==> config.mk <==
export PLATFORM = sky130hd
export DESIGN_NAME = tmr_pair16
export DESIGN_NICKNAME = d
export VERILOG_FILES = /design/src/rtl/tmr_pair16_pkg.sv /design/src/rtl/tmr_prescale.sv /design/src/rtl/tmr_edge.sv /design/src/rtl/tmr_half.sv /design/src/rtl/tmr_pair16.sv
export SDC_FILE = /design/constraint.sdc
export NUM_CORES = 1
export LEC_CHECK = 0
export ABC_CLOCK_PERIOD_IN_PS = 2500
export BUFFER_PORTS_ARGS = -buffer_cell sky130_fd_sc_hd__buf_2
export CAP_MARGIN = 15
export CORE_MARGIN = 1
export CORE_UTILIZATION = 51
export CTS_CLUSTER_SIZE = 30
export DETAILED_ROUTE_END_ITERATION = 10
export PLACE_DENSITY = 0.7
export SKIP_CTS_REPAIR_TIMING = 1
export SLEW_MARGIN = 20
export SYNTH_ARGS = -nofsm -noshare
export SYNTH_HDL_FRONTEND = slang
export SYNTH_SLANG_ARGS = --single-unit
==> constraint.sdc <==
create_clock -name clk -period 2.5 [get_ports clk]
set_input_delay 0.25 -clock clk [delete_from_list [all_inputs] [get_ports clk]]
set_output_delay 0.25 -clock clk [all_outputs]
set_load 0.01 [all_outputs]
==> src/rtl/tmr_pair16_pkg.sv <==
package tmr_pair16_pkg;

  typedef enum logic [1:0] {
    MD_SPLIT   = 2'd0,
    MD_TMR_EVT = 2'd1,
    MD_CAS_TMR = 2'd2,
    MD_CAS_EVT = 2'd3
  } tmr_mode_e;

  localparam logic [1:0] CA_MODE  = 2'd0;
  localparam logic [1:0] CA_PRE   = 2'd1;
  localparam logic [1:0] CA_MLO   = 2'd2;
  localparam logic [1:0] CA_MHI   = 2'd3;

  function automatic logic f_chained(input tmr_mode_e m);
    return (m == MD_CAS_TMR) || (m == MD_CAS_EVT);
  endfunction

  function automatic logic f_lo_events(input tmr_mode_e m);
    return m == MD_CAS_EVT;
  endfunction

  function automatic logic f_hi_events(input tmr_mode_e m);
    return (m == MD_TMR_EVT) || (m == MD_CAS_EVT);
  endfunction

endpackage

==> src/rtl/tmr_prescale.sv <==
module tmr_prescale #(
  parameter int FIX_W = 2,
  parameter int PRE_W = 8
) (
  input  logic             clk,
  input  logic             rst_n,
  input  logic             clr,
  input  logic [PRE_W-1:0] reload,
  output logic             tick
);
  logic [FIX_W-1:0] fix_q;
  logic [PRE_W-1:0] div_q;
  logic             fix_done;
  logic             div_last;

  assign fix_done = &fix_q;
  assign div_last = (div_q >= reload);
  assign tick     = fix_done && div_last;

  always_ff @(posedge clk) begin
    if (!rst_n || clr) begin
      fix_q <= '0;
      div_q <= '0;
    end else begin
      fix_q <= fix_q + 1'b1;
      if (fix_done) div_q <= div_last ? '0 : div_q + 1'b1;
    end
  end
endmodule

==> src/rtl/tmr_edge.sv <==
module tmr_edge (
  input  logic clk,
  input  logic rst_n,
  input  logic sig,
  output logic rise
);
  logic sig_q;
  assign rise = sig && !sig_q;
  always_ff @(posedge clk) begin
    if (!rst_n) sig_q <= 1'b0;
    else        sig_q <= sig;
  end
endmodule

==> src/rtl/tmr_half.sv <==
module tmr_half #(
  parameter int W = 8
) (
  input  logic         clk,
  input  logic         rst_n,
  input  logic         clr,
  input  logic         inc,
  input  logic         restart,
  output logic [W-1:0] cnt
);
  always_ff @(posedge clk) begin
    if (!rst_n || clr) cnt <= '0;
    else if (inc)      cnt <= restart ? '0 : cnt + 1'b1;
  end
endmodule

==> src/rtl/tmr_pair16.sv <==
module tmr_pair16
  import tmr_pair16_pkg::*;
#(
  parameter int HALF_W = 8,
  parameter int PRE_W  = 8,
  parameter int FIX_W  = 2,
  localparam int DATA_W = (HALF_W > PRE_W) ? HALF_W : PRE_W
) (
  input  logic              clk,
  input  logic              rst_n,
  input  logic              evt_in,
  input  logic              cfg_we,
  input  logic [1:0]        cfg_addr,
  input  logic [DATA_W-1:0] cfg_wdata,
  output logic              irq_lo,
  output logic              irq_hi
);
  localparam int FULL_W = 2 * HALF_W;

  tmr_mode_e         mode_q;
  logic [PRE_W-1:0]  pre_q;
  logic [HALF_W-1:0] mlo_q, mhi_q;
  logic [HALF_W-1:0] cnt_lo, cnt_hi;
  logic              mode_wr, pre_tick, evt_rise;
  logic              chained, src_lo, src_hi;
  logic              inc_lo, inc_hi, rst_lo, rst_hi;
  logic              lo_eq, hi_eq, full_eq, lo_top;
  logic              hit_lo, hit_hi;

  assign mode_wr = cfg_we && (cfg_addr == CA_MODE);

  always_ff @(posedge clk) begin
    if (!rst_n) begin
      mode_q <= MD_SPLIT;
      pre_q  <= '0;
      mlo_q  <= '1;
      mhi_q  <= '1;
    end else if (cfg_we) begin
      case (cfg_addr)
        CA_MODE: mode_q <= tmr_mode_e'(cfg_wdata[1:0]);
        CA_PRE:  pre_q  <= cfg_wdata[PRE_W-1:0];
        CA_MLO:  mlo_q  <= cfg_wdata[HALF_W-1:0];
        default: mhi_q  <= cfg_wdata[HALF_W-1:0];
      endcase
    end
  end

  tmr_prescale #(.FIX_W(FIX_W), .PRE_W(PRE_W)) u_pre (
    .clk(clk), .rst_n(rst_n), .clr(mode_wr), .reload(pre_q), .tick(pre_tick));

  tmr_edge u_edge (.clk(clk), .rst_n(rst_n), .sig(evt_in), .rise(evt_rise));

  assign chained = f_chained(mode_q);
  assign src_lo  = f_lo_events(mode_q) ? evt_rise : pre_tick;
  assign src_hi  = f_hi_events(mode_q) ? evt_rise : pre_tick;
  assign lo_eq   = (cnt_lo == mlo_q);
  assign hi_eq   = (cnt_hi == mhi_q);
  assign full_eq = ({cnt_hi, cnt_lo} == FULL_W'({mhi_q, mlo_q}));
  assign lo_top  = &cnt_lo;

  always_comb begin
    if (chained) begin
      inc_lo = src_lo;
      rst_lo = full_eq;
      inc_hi = src_lo && (full_eq || lo_top);
      rst_hi = full_eq;
      hit_lo = 1'b0;
      hit_hi = src_lo && full_eq;
    end else begin
      inc_lo = pre_tick;
      rst_lo = lo_eq;
      inc_hi = src_hi;
      rst_hi = hi_eq;
      hit_lo = pre_tick && lo_eq;
      hit_hi = src_hi && hi_eq;
    end
  end

  tmr_half #(.W(HALF_W)) u_lo (
    .clk(clk), .rst_n(rst_n), .clr(mode_wr), .inc(inc_lo), .restart(rst_lo), .cnt(cnt_lo));
  tmr_half #(.W(HALF_W)) u_hi (
    .clk(clk), .rst_n(rst_n), .clr(mode_wr), .inc(inc_hi), .restart(rst_hi), .cnt(cnt_hi));

  always_ff @(posedge clk) begin
    if (!rst_n) begin
      irq_lo <= 1'b0;
      irq_hi <= 1'b0;
    end else begin
      irq_lo <= hit_lo && !mode_wr;
      irq_hi <= hit_hi && !mode_wr;
    end
  end
endmodule

==> parameters.txt, run 1 <==
Parameter                              Value

Status
  Status ... complete, no violations

Critical path
  Data required, critical path ... 2.74 ns
  Startpoint kind of the worst setup timing path ... flop
  Crit path DAT ... around 2.6 ns
  Worst reg2reg startpoint ... u_pre.div_q[0]$_SDFFE_PP0P_
  FF-to-FF End ... u_lo.cnt[4]$_SDFFE_PP0P_
  Class of the most critical setup path ... flop to flop
  Register-to-Register Path Depth ... 8
  Max FO, Critical Path ... 14
  Category of the worst setup path capture point ... flop
  Register-to-register setup slack ... around 0.16 ns

Synth
  Post-synthesis area per instance ... roughly 8.8 sq um
  EDFF count, synth ... 0
  Top-count cell post-synth ... dfxtp_1
  Portion of the post-synthesis area used by sequential elements ... between 40% and 50%
  Count of yosys warnings during synthesis ... 0
  Register bit total from synthesis ... 55
  Net count after synthesis ... 336
  Number of different library cells in the post-synthesis netlist ... 45
  Synthesized cell area ... 2713 sq um
  Post-synth top area share ... between 40% and 50%
  Number of instances in the synthesized netlist ... slightly above 300
  Primary flip-flop cell chosen by synthesis mapping ... dfxtp_1
  Most frequent cells after synthesis ... 55 x dfxtp_1, 54 x nand2_1, 23 x nand3_1, 19 x xnor2_1, 16 x nor2_1
  Leading post-synthesis cells by cell area ... dfxtp_1 41%, nand2_1 7.5%, xnor2_1 6.1%, ha_1 5.5%, nand3_1 4.2%
  Share of synthesized flip-flops with an asynchronous set or reset ... 0%
  Cell taking the most area after synthesis ... dfxtp_1

Place
  Number of buffer cells added on primary ports ... 15
  Final weighted congestion in routability-driven placement ... between 0.7 and 0.8
  HPWL after detailed placement ... slightly below 4 mm
  Pre-CTS setup slack ... 0.1586 ns

Pwr
  IR Drop Worst-Case VDD ... about 0.4 mV
  Reported leakage power ... ~1.2 nW
  Total design power ... about 0.0017 W
  Total power density per cell area ... 563.4 nW/um^2

Timing
  Slew @ Worst Pin ... 0.6295 ns
  Number of failing hold endpoints at the final stage ... 0
  Slew Limit Headroom ... between 50 and 60%
  Achievable clock frequency ... between 0.4 and 0.5 GHz
  Crit path setup slack, layout ... between 0.15 and 0.2 ns
  Final setup fails ... 0
  Max-slew violation count ... 0
  Ratio of final minimum period to clock period ... a little over nine tenths
  Unrepaired setup endpoints after global routing ... no
  Setup TNS Final ... 0 ns
  Final critical delay including setup and external delays ... around 2.3 ns
  Setup clock skew after layout ... 0.01042 ns

Clock network
  Post-CTS clock slew at the launch and capture registers of the worst setup and hold paths ... roughly 0.09 ns
  Htree depth ... 2
  Maximum number of buffers from clock root to sink ... 2
  Number of sinks on the clock net ... 55
  Root Buffer ... clkbuf_8
  Cts bufs inserted ... 5
  Worst skew pair latency ... roughly 0.31 ns
  Clock tree from TritonCTS ... built

Routing
  DRT Wirelength ... ~5.5 mm
  Routed wire per std cell ... between 10 and 15 um
  Vias post-DR ... around 2100
  Number of optimization iterations in the first detailed-route pass ... 4
  Number of remaining DRC errors ... 0
  Final ANT Viol Nets ... 0
  DR vias/cell ... ~5.4
  Initial drt markers ... 110

Global routing
  First-pass GRT wire length ... 9.190 mm
  Largest net degree at the start of global routing ... 29
  Initial antenna violation count ... 0
  Total track usage ... a little over a fifth
  Number of global-route vias before repair ... approximately 1900
  Global route overflow ... 0

Layout
  Share of layout cells above drive strength 1 ... around 14%
  Number of nets in the layout ... 351
  Combined area of the multi-input logic cells ... around 1500 sq um
  Flip-flop and latch area ... about 1100 sq um
  Antenna cells ... 0
  Layout filler cell count ... 479
  Signed area change from the synthesized netlist to the final layout ... 9.041%

Min path
  Launch point of the worst hold path ... evt_in
  WHS Endpoint ... u_edge.sig_q$_SDFF_PN0_
  Worst Hold Path Cells ... 2
  Worst min path class ... primary input to flop

Floorplanning
  Overall die area ... approximately 5600 sq um
  Num rows ... 26
  I/O pins ... 16
  Vertical die dimension ... about 75 um
  Die Span X ... 74.93 um
  Effective utilization at floorplan ... between 50 and 60%
  Std-Cell Core Area ... just over 5000 sq um

Job
  Max Cap Violations ... 0
## cell usage in the layout (no fill, tap or decap), types with 4 or more instances in the layout
cell type  synthesis  layout
nand3b_1           4       4
xnor2_1           19      19
and3_1             4       4
nand4_1            6       6
or4_1              5       5
buf_4              1       5
clkbuf_8           1       5
or2_2              5       5
ha_1              12      12
mux2i_1           11      11
buf_2              1      15
nor2_1            16      16
dfxtp_1           55      55
nor2b_1           11      11
nand3_1           23      23
xor2_1             5       5
inv_1             11      11
a21oi_1           15      15
nand2_1           54      54
o21ai_0            6       6
## worst max-delay path by stage
stage / cells after the start / to / start
2_1_floorplan: 9 / u_lo.cnt[2]$_SDFFE_PP0P_ / u_pre.div_q[0]$_SDFFE_PP0P_
3_3_place_gp: 8 / u_lo.cnt[2]$_SDFFE_PP0P_ / u_pre.div_q[0]$_SDFFE_PP0P_
3_5_place_dp: 8 / u_lo.cnt[4]$_SDFFE_PP0P_ / u_pre.div_q[0]$_SDFFE_PP0P_
4_1_cts: 8 / u_lo.cnt[4]$_SDFFE_PP0P_ / u_pre.div_q[0]$_SDFFE_PP0P_
5_1_grt: 8 / u_lo.cnt[2]$_SDFFE_PP0P_ / u_pre.div_q[0]$_SDFFE_PP0P_
6_report: 8 / u_lo.cnt[4]$_SDFFE_PP0P_ / u_pre.div_q[0]$_SDFFE_PP0P_
## where the power goes
part           switching, W  leakage, nW  internal (W)  total [W]
clock network      0.000299       0.0558      0.000303   0.000602
logic             0.0000838        0.675     0.0000620   0.000146
registers         0.0000180        0.447      0.000901   0.000919
total              0.000400         1.18       0.00127    0.00167
## state kept, by name, indices dropped and copies added (netlist names), 2 cells and up
| signal | flops |
|---|---|
| pre_q | 8 |
| u_hi.cnt | 8 |
| u_pre.fix_q | 2 |
| mode_q | 2 |
| mlo_q | 8 |
| u_pre.div_q | 8 |
| u_lo.cnt | 8 |
| mhi_q | 8 |
## final cells by class
type                       count  area share, %
clock inverter                 2          1.311
clock buffer                   6          2.453
timing repair buffer          20          3.807
inverter                      11          1.396
sequential                    55          37.23
multi-input combinational    232          50.85
tap                           70          2.961
## critical path, cell delays in order, from the launching register on
cell       delay [ns]
dfxtp_1          0.41
inv_1            0.07
ha_1             0.26
nand2b_1         0.16
a2111oi_2        0.49
o21ai_2          0.15
a31oi_4          0.36
o21ba_2          0.22
o22ai_1          0.15
## routing by layer
metal	wire length, um	global-route usage, %
met3	179	4.016
met2	2348	32.93
met1	2919	32.00
met4	39	6.289
met5	0	0
## per-stage QoR
stage          instances  area, sq um  util (%)  hold WS (ns)
2_1_floorplan        310         2713         -        0.3717
3_3_place_gp         388         2838     55.56        0.4099
3_5_place_dp         388         2838     55.56        0.4248
4_1_cts              396         2949     57.74        0.1449
5_1_grt              396         2958     57.91        0.1540
6_report             396         2958     57.91        0.1541
## cells by family after synthesis
family,after synthesis,share of synthesized area [%]
AOI/OAI and AO/OA,40,10.56
adders and majority gates,12,5.535
and+or+nand+nor,144,26.80
muxes,12,4.474
buffers and inverters,23,4.290
xor gates and xnor gates,24,7.749
DFF,55,40.59
No activity file was read; power rests on OpenSTA's default activity.
==> run 2: changes to the inputs <==
--- a/config.mk
+++ b/config.mk
@@ -5,7 +5,7 @@
 export SDC_FILE = /design/constraint.sdc
 export NUM_CORES = 1
 export LEC_CHECK = 0
-export ABC_CLOCK_PERIOD_IN_PS = 2500
+export ABC_CLOCK_PERIOD_IN_PS = 2700
 export BUFFER_PORTS_ARGS = -buffer_cell sky130_fd_sc_hd__buf_2
 export CAP_MARGIN = 15
 export CORE_MARGIN = 1
@@ -17,4 +17,5 @@
 export SLEW_MARGIN = 20
 export SYNTH_ARGS = -nofsm -noshare
 export SYNTH_HDL_FRONTEND = slang
+export SYNTH_HIERARCHICAL = 1
 export SYNTH_SLANG_ARGS = --single-unit
==> constraint.sdc (replaced) <==
create_clock -name clk -period 2.7 [get_ports clk]
set_input_delay 0.27 -clock clk [delete_from_list [all_inputs] [get_ports clk]]
set_output_delay 0.27 -clock clk [all_outputs]
set_load 0.01 [all_outputs]
==> run 2 against run 1 <==
  * Synthesized cell count is 4.8% lower
  * Register-to-register slack gained 0.09 ns
  * Flip-flop and latch count is the same
  * Maximum frequency fell by 4.4%
  * Die area down 0.13%
  * Global-route usage fell by 1.9 points
  * Critical path type unchanged
  * Highest routed layer unchanged
  * Final cell count decreased by 3.5%
  * Clock power rose by 7.0%
  * Total power down 2.5%
  * Count of clock-buffer cells in the layout fell by 1
  * Routed wire length fell by 4.0%
==> parameters.txt, run 2 <==
Parameter                              Value

Synth
  Number of different library cells in the post-synthesis netlist ... 41 (was 45)
  Share of synthesized flip-flops with an asynchronous set or reset ... 0% (unchanged)
  Portion of the post-synthesis area used by sequential elements ... 40.65% (was 40.59%)
  Primary flip-flop cell chosen by synthesis mapping ... dfxtp_1 (unchanged)
  Post-synthesis area per instance ... 9.183 sq um (was 8.750 sq um)
  Register bit total from synthesis ... 55 (unchanged)
  Post-synth top area share ... 40.65% (was 40.59%)
  EDFF count, synth ... 0 (unchanged)
  Cell taking the most area after synthesis ... dfxtp_1 (unchanged)
  Most frequent cells after synthesis ... 55 x dfxtp_1, 42 x nand2_1, 25 x xor2_1, 17 x nand3_1, 15 x nor2_1 (was 55 x dfxtp_1, 54 x nand2_1, 23 x nand3_1, 19 x xnor2_1, 16 x nor2_1)
  Count of yosys warnings during synthesis ... 6 (was 0)
  Synthesized cell area ... 2709 sq um (was 2713 sq um)
  Number of instances in the synthesized netlist ... 295 (was 310)
  Leading post-synthesis cells by cell area ... dfxtp_1 41%, xor2_1 8.1%, nand2_1 5.8%, ha_1 5.5%, mux2i_1 5.2% (was dfxtp_1 41%, nand2_1 7.5%, xnor2_1 6.1%, ha_1 5.5%, nand3_1 4.2%)
  Top-count cell post-synth ... dfxtp_1 (unchanged)
  Net count after synthesis ... 321 (was 336)

Routing
  DRT Wirelength ... 5.269 mm (was 5.486 mm)
  Final ANT Viol Nets ... 0 (unchanged)
  Initial drt markers ... 127 (was 110)
  DR vias/cell ... 5.272 (was 5.356)
  Routed wire per std cell ... 13.79 um (was 13.85 um)
  Vias post-DR ... 2014 (was 2121)
  Number of optimization iterations in the first detailed-route pass ... 4 (unchanged)
  Number of remaining DRC errors ... 0 (unchanged)

Critical path
  Crit path DAT ... 2.70 ns (was 2.58 ns)
  Class of the most critical setup path ... flop to flop (unchanged)
  Data required, critical path ... 2.95 ns (was 2.74 ns)
  CP startpoint ... pre_q[6]$_SDFFE_PN0P_ (was u_pre.div_q[0]$_SDFFE_PP0P_)
  Max FO, Critical Path ... 8 (was 14)
  Worst reg2reg startpoint ... pre_q[6]$_SDFFE_PN0P_ (was u_pre.div_q[0]$_SDFFE_PP0P_)
  Startpoint kind of the worst setup timing path ... flop (unchanged)
  Category of the worst setup path capture point ... flop (unchanged)

Timing
  Setup clock skew after layout ... 0.009302 ns (was 0.01042 ns)
  Final setup fails ... 0 (unchanged)
  Max-slew violation count ... 0 (unchanged)
  Setup TNS Final ... 0 ns (unchanged)
  Achievable clock frequency ... 0.4083 GHz (was 0.4271 GHz)
  Unrepaired setup endpoints after global routing ... no (unchanged)
  Final-layout worst hold slack ... 0.1770 ns (was 0.1541 ns)
  Ratio of final minimum period to clock period ... 90.71% (was 93.65%)
  Slew Limit Headroom ... 62.41% (was 57.95%)
  Slew @ Worst Pin ... 0.5586 ns (was 0.6295 ns)
  Number of failing hold endpoints at the final stage ... 0 (unchanged)
  Final critical delay including setup and external delays ... 2.449 ns (was 2.341 ns)

Min path
  Launch point of the worst hold path ... evt_in (unchanged)
  Worst min path class ... primary input to flop (unchanged)

Job
  Max Cap Violations ... 0 (unchanged)

Floorplanning
  Num rows ... 26 (unchanged)
  Std-Cell Core Area ... 5107 sq um (unchanged)
  I/O pins ... 16 (unchanged)
  Vertical die dimension ... 74.88 um (was 74.93 um)
  Overall die area ... 5607 sq um (was 5615 sq um)
  Effective utilization at floorplan ... 53.04% (was 53.11%)
  Die Span X ... 74.88 um (was 74.93 um)

Clock network
  Maximum number of buffers from clock root to sink ... 2 (unchanged)
  Clock tree from TritonCTS ... built (unchanged)
  Number of sinks on the clock net ... 55 (unchanged)
  Post-CTS clock slew at the launch and capture registers of the worst setup and hold paths ... 0.10 ns (was 0.09 ns)
  Cts bufs inserted ... 5 (unchanged)
  Worst skew pair latency ... 0.31 ns (about the same)
  Root Buffer ... clkbuf_8 (unchanged)
  Htree depth ... 2 (unchanged)

Place
  HPWL after detailed placement ... 3.842 mm (was 3.953 mm)
  Final weighted congestion in routability-driven placement ... 0.8052 (was 0.7652)
  Number of buffer cells added on primary ports ... 15 (unchanged)

Layout
  Number of nets in the layout ... 337 (was 351)
  Share of layout cells above drive strength 1 ... 14.74% (was 14.42%)
  Signed area change from the synthesized netlist to the final layout ... 10.25% (was 9.041%)
  Antenna cells ... 0 (unchanged)
  Layout filler cell count ... 459 (was 479)
  Highest-count cells in the layout ignoring fill and taps ... 55 x dfxtp_1, 42 x nand2_1, 25 x xor2_1 (was 55 x dfxtp_1, 54 x nand2_1, 23 x nand3_1)
  Leading cell type in the layout, fill and taps excluded ... dfxtp_1 (unchanged)

Pwr
  Reported leakage power ... 1.214 nW (was 1.178 nW)
  Total power density per cell area ... 543.9 nW/um^2 (was 563.4 nW/um^2)
  IR Drop Worst-Case VDD ... 0.2664 mV (was 0.4092 mV)

Global routing
  Total track usage ... 20.02% (was 21.90%)
  Initial antenna violation count ... 0 (unchanged)
  Number of global-route vias before repair ... 1819 (was 1881)
  Global route overflow ... 0 (unchanged)
  Largest net degree at the start of global routing ... 32 (was 29)
  First-pass GRT wire length ... 8.390 mm (was 9.190 mm)

Status
  Status ... complete, no violations (unchanged)
## run 2: changes by cell type in the layout (fill, tap and decap cells not counted), sizes merged, moves of 6 or more
cell / delta
xor2: +20
xnor2: -15
nand2: -11
nand4: +8
nor3: +9
nand3: -6
## run 2: worst max-delay path, stage by stage, from the launching register on
cell and delay [ns]:
dfxtp_1 0.37, inv_1 0.06, ha_1 0.29, and3_4 0.18, o2111a_1 0.19, a22o_1 0.19, buf_4 0.18, mux2_2 0.26
nand4_2 0.16, or3_1 0.38, a21oi_1 0.13
## run 2: kinds of logic after synthesis
group                    share of synthesized area [%]
AND/OR/NAND/NOR                                  29.01
buffers and inverters                            3.556
XOR/XNOR                                         9.376
AO/OA/AOI/OAI                                    6.281
multiplexers                                     5.589
adder cells (fa/ha/maj)                          5.543
flip-flops                                       40.65
## run 2: power breakdown
group / switching, W / total [W] / leakage, nW / internal, W
Clock: 0.000274 / 0.000644 / 0.0644 / 0.000370
Sequential: 0.0000186 / 0.000853 / 0.447 / 0.000834
Combinational: 0.0000741 / 0.000128 / 0.703 / 0.0000537
Total: 0.000367 / 0.00162 / 1.21 / 0.00126
## run 2: layout make-up
class | count | area [sq um] | share of cell area, %
inverter | 10 | 37.54 | 1.257
sequential | 55 | 1101 | 36.87
clock inverter | 3 | 67.56 | 2.262
clock buffer | 5 | 68.82 | 2.304
timing repair buffer | 20 | 112.6 | 3.770
multi-input combinational | 219 | 1511 | 50.61
tap | 70 | 87.58 | 2.933
## run 2: worst paths after layout
check                                   end  depth (start not counted)  slack [ns]
hold reg to reg   u_pre/fix_q[0]$_SDFF_PP0_                          1        0.43
hold / removal      u_edge/sig_q$_SDFF_PN0_                          2        0.18
setup / recovery   u_lo/cnt[5]$_SDFFE_PP0P_                         10        0.25
setup reg to reg   u_lo/cnt[5]$_SDFFE_PP0P_                         10        0.25
## run 2: per-layer routing
metal / vias to the layer above / track usage (%) / wire length [um] / part of all wire, %
met5: - / 0 / 0 / 0
met4: 0 / 6.080 / 55 / 1.0
met3: 4 / 4.552 / 166 / 3.2
met2: 34 / 29.43 / 2231 / 42
met1: 933 / 29.10 / 2817 / 53
li1: 1043 / - / - / -
## run 2: through the flow
step	utilization, %	cells	power [W]	setup slack [ns]	cell area, sq um
2_1_floorplan	-	295	0.0009589	0.4245	2709
3_3_place_gp	55.81	374	0.0009956	0.3618	2850
3_5_place_dp	55.81	374	0.0009981	0.2945	2850
4_1_cts	58.48	382	0.001639	0.2588	2987
5_1_grt	58.48	382	0.001683	0.05808	2987
6_report	58.48	382	0.001625	0.2509	2987
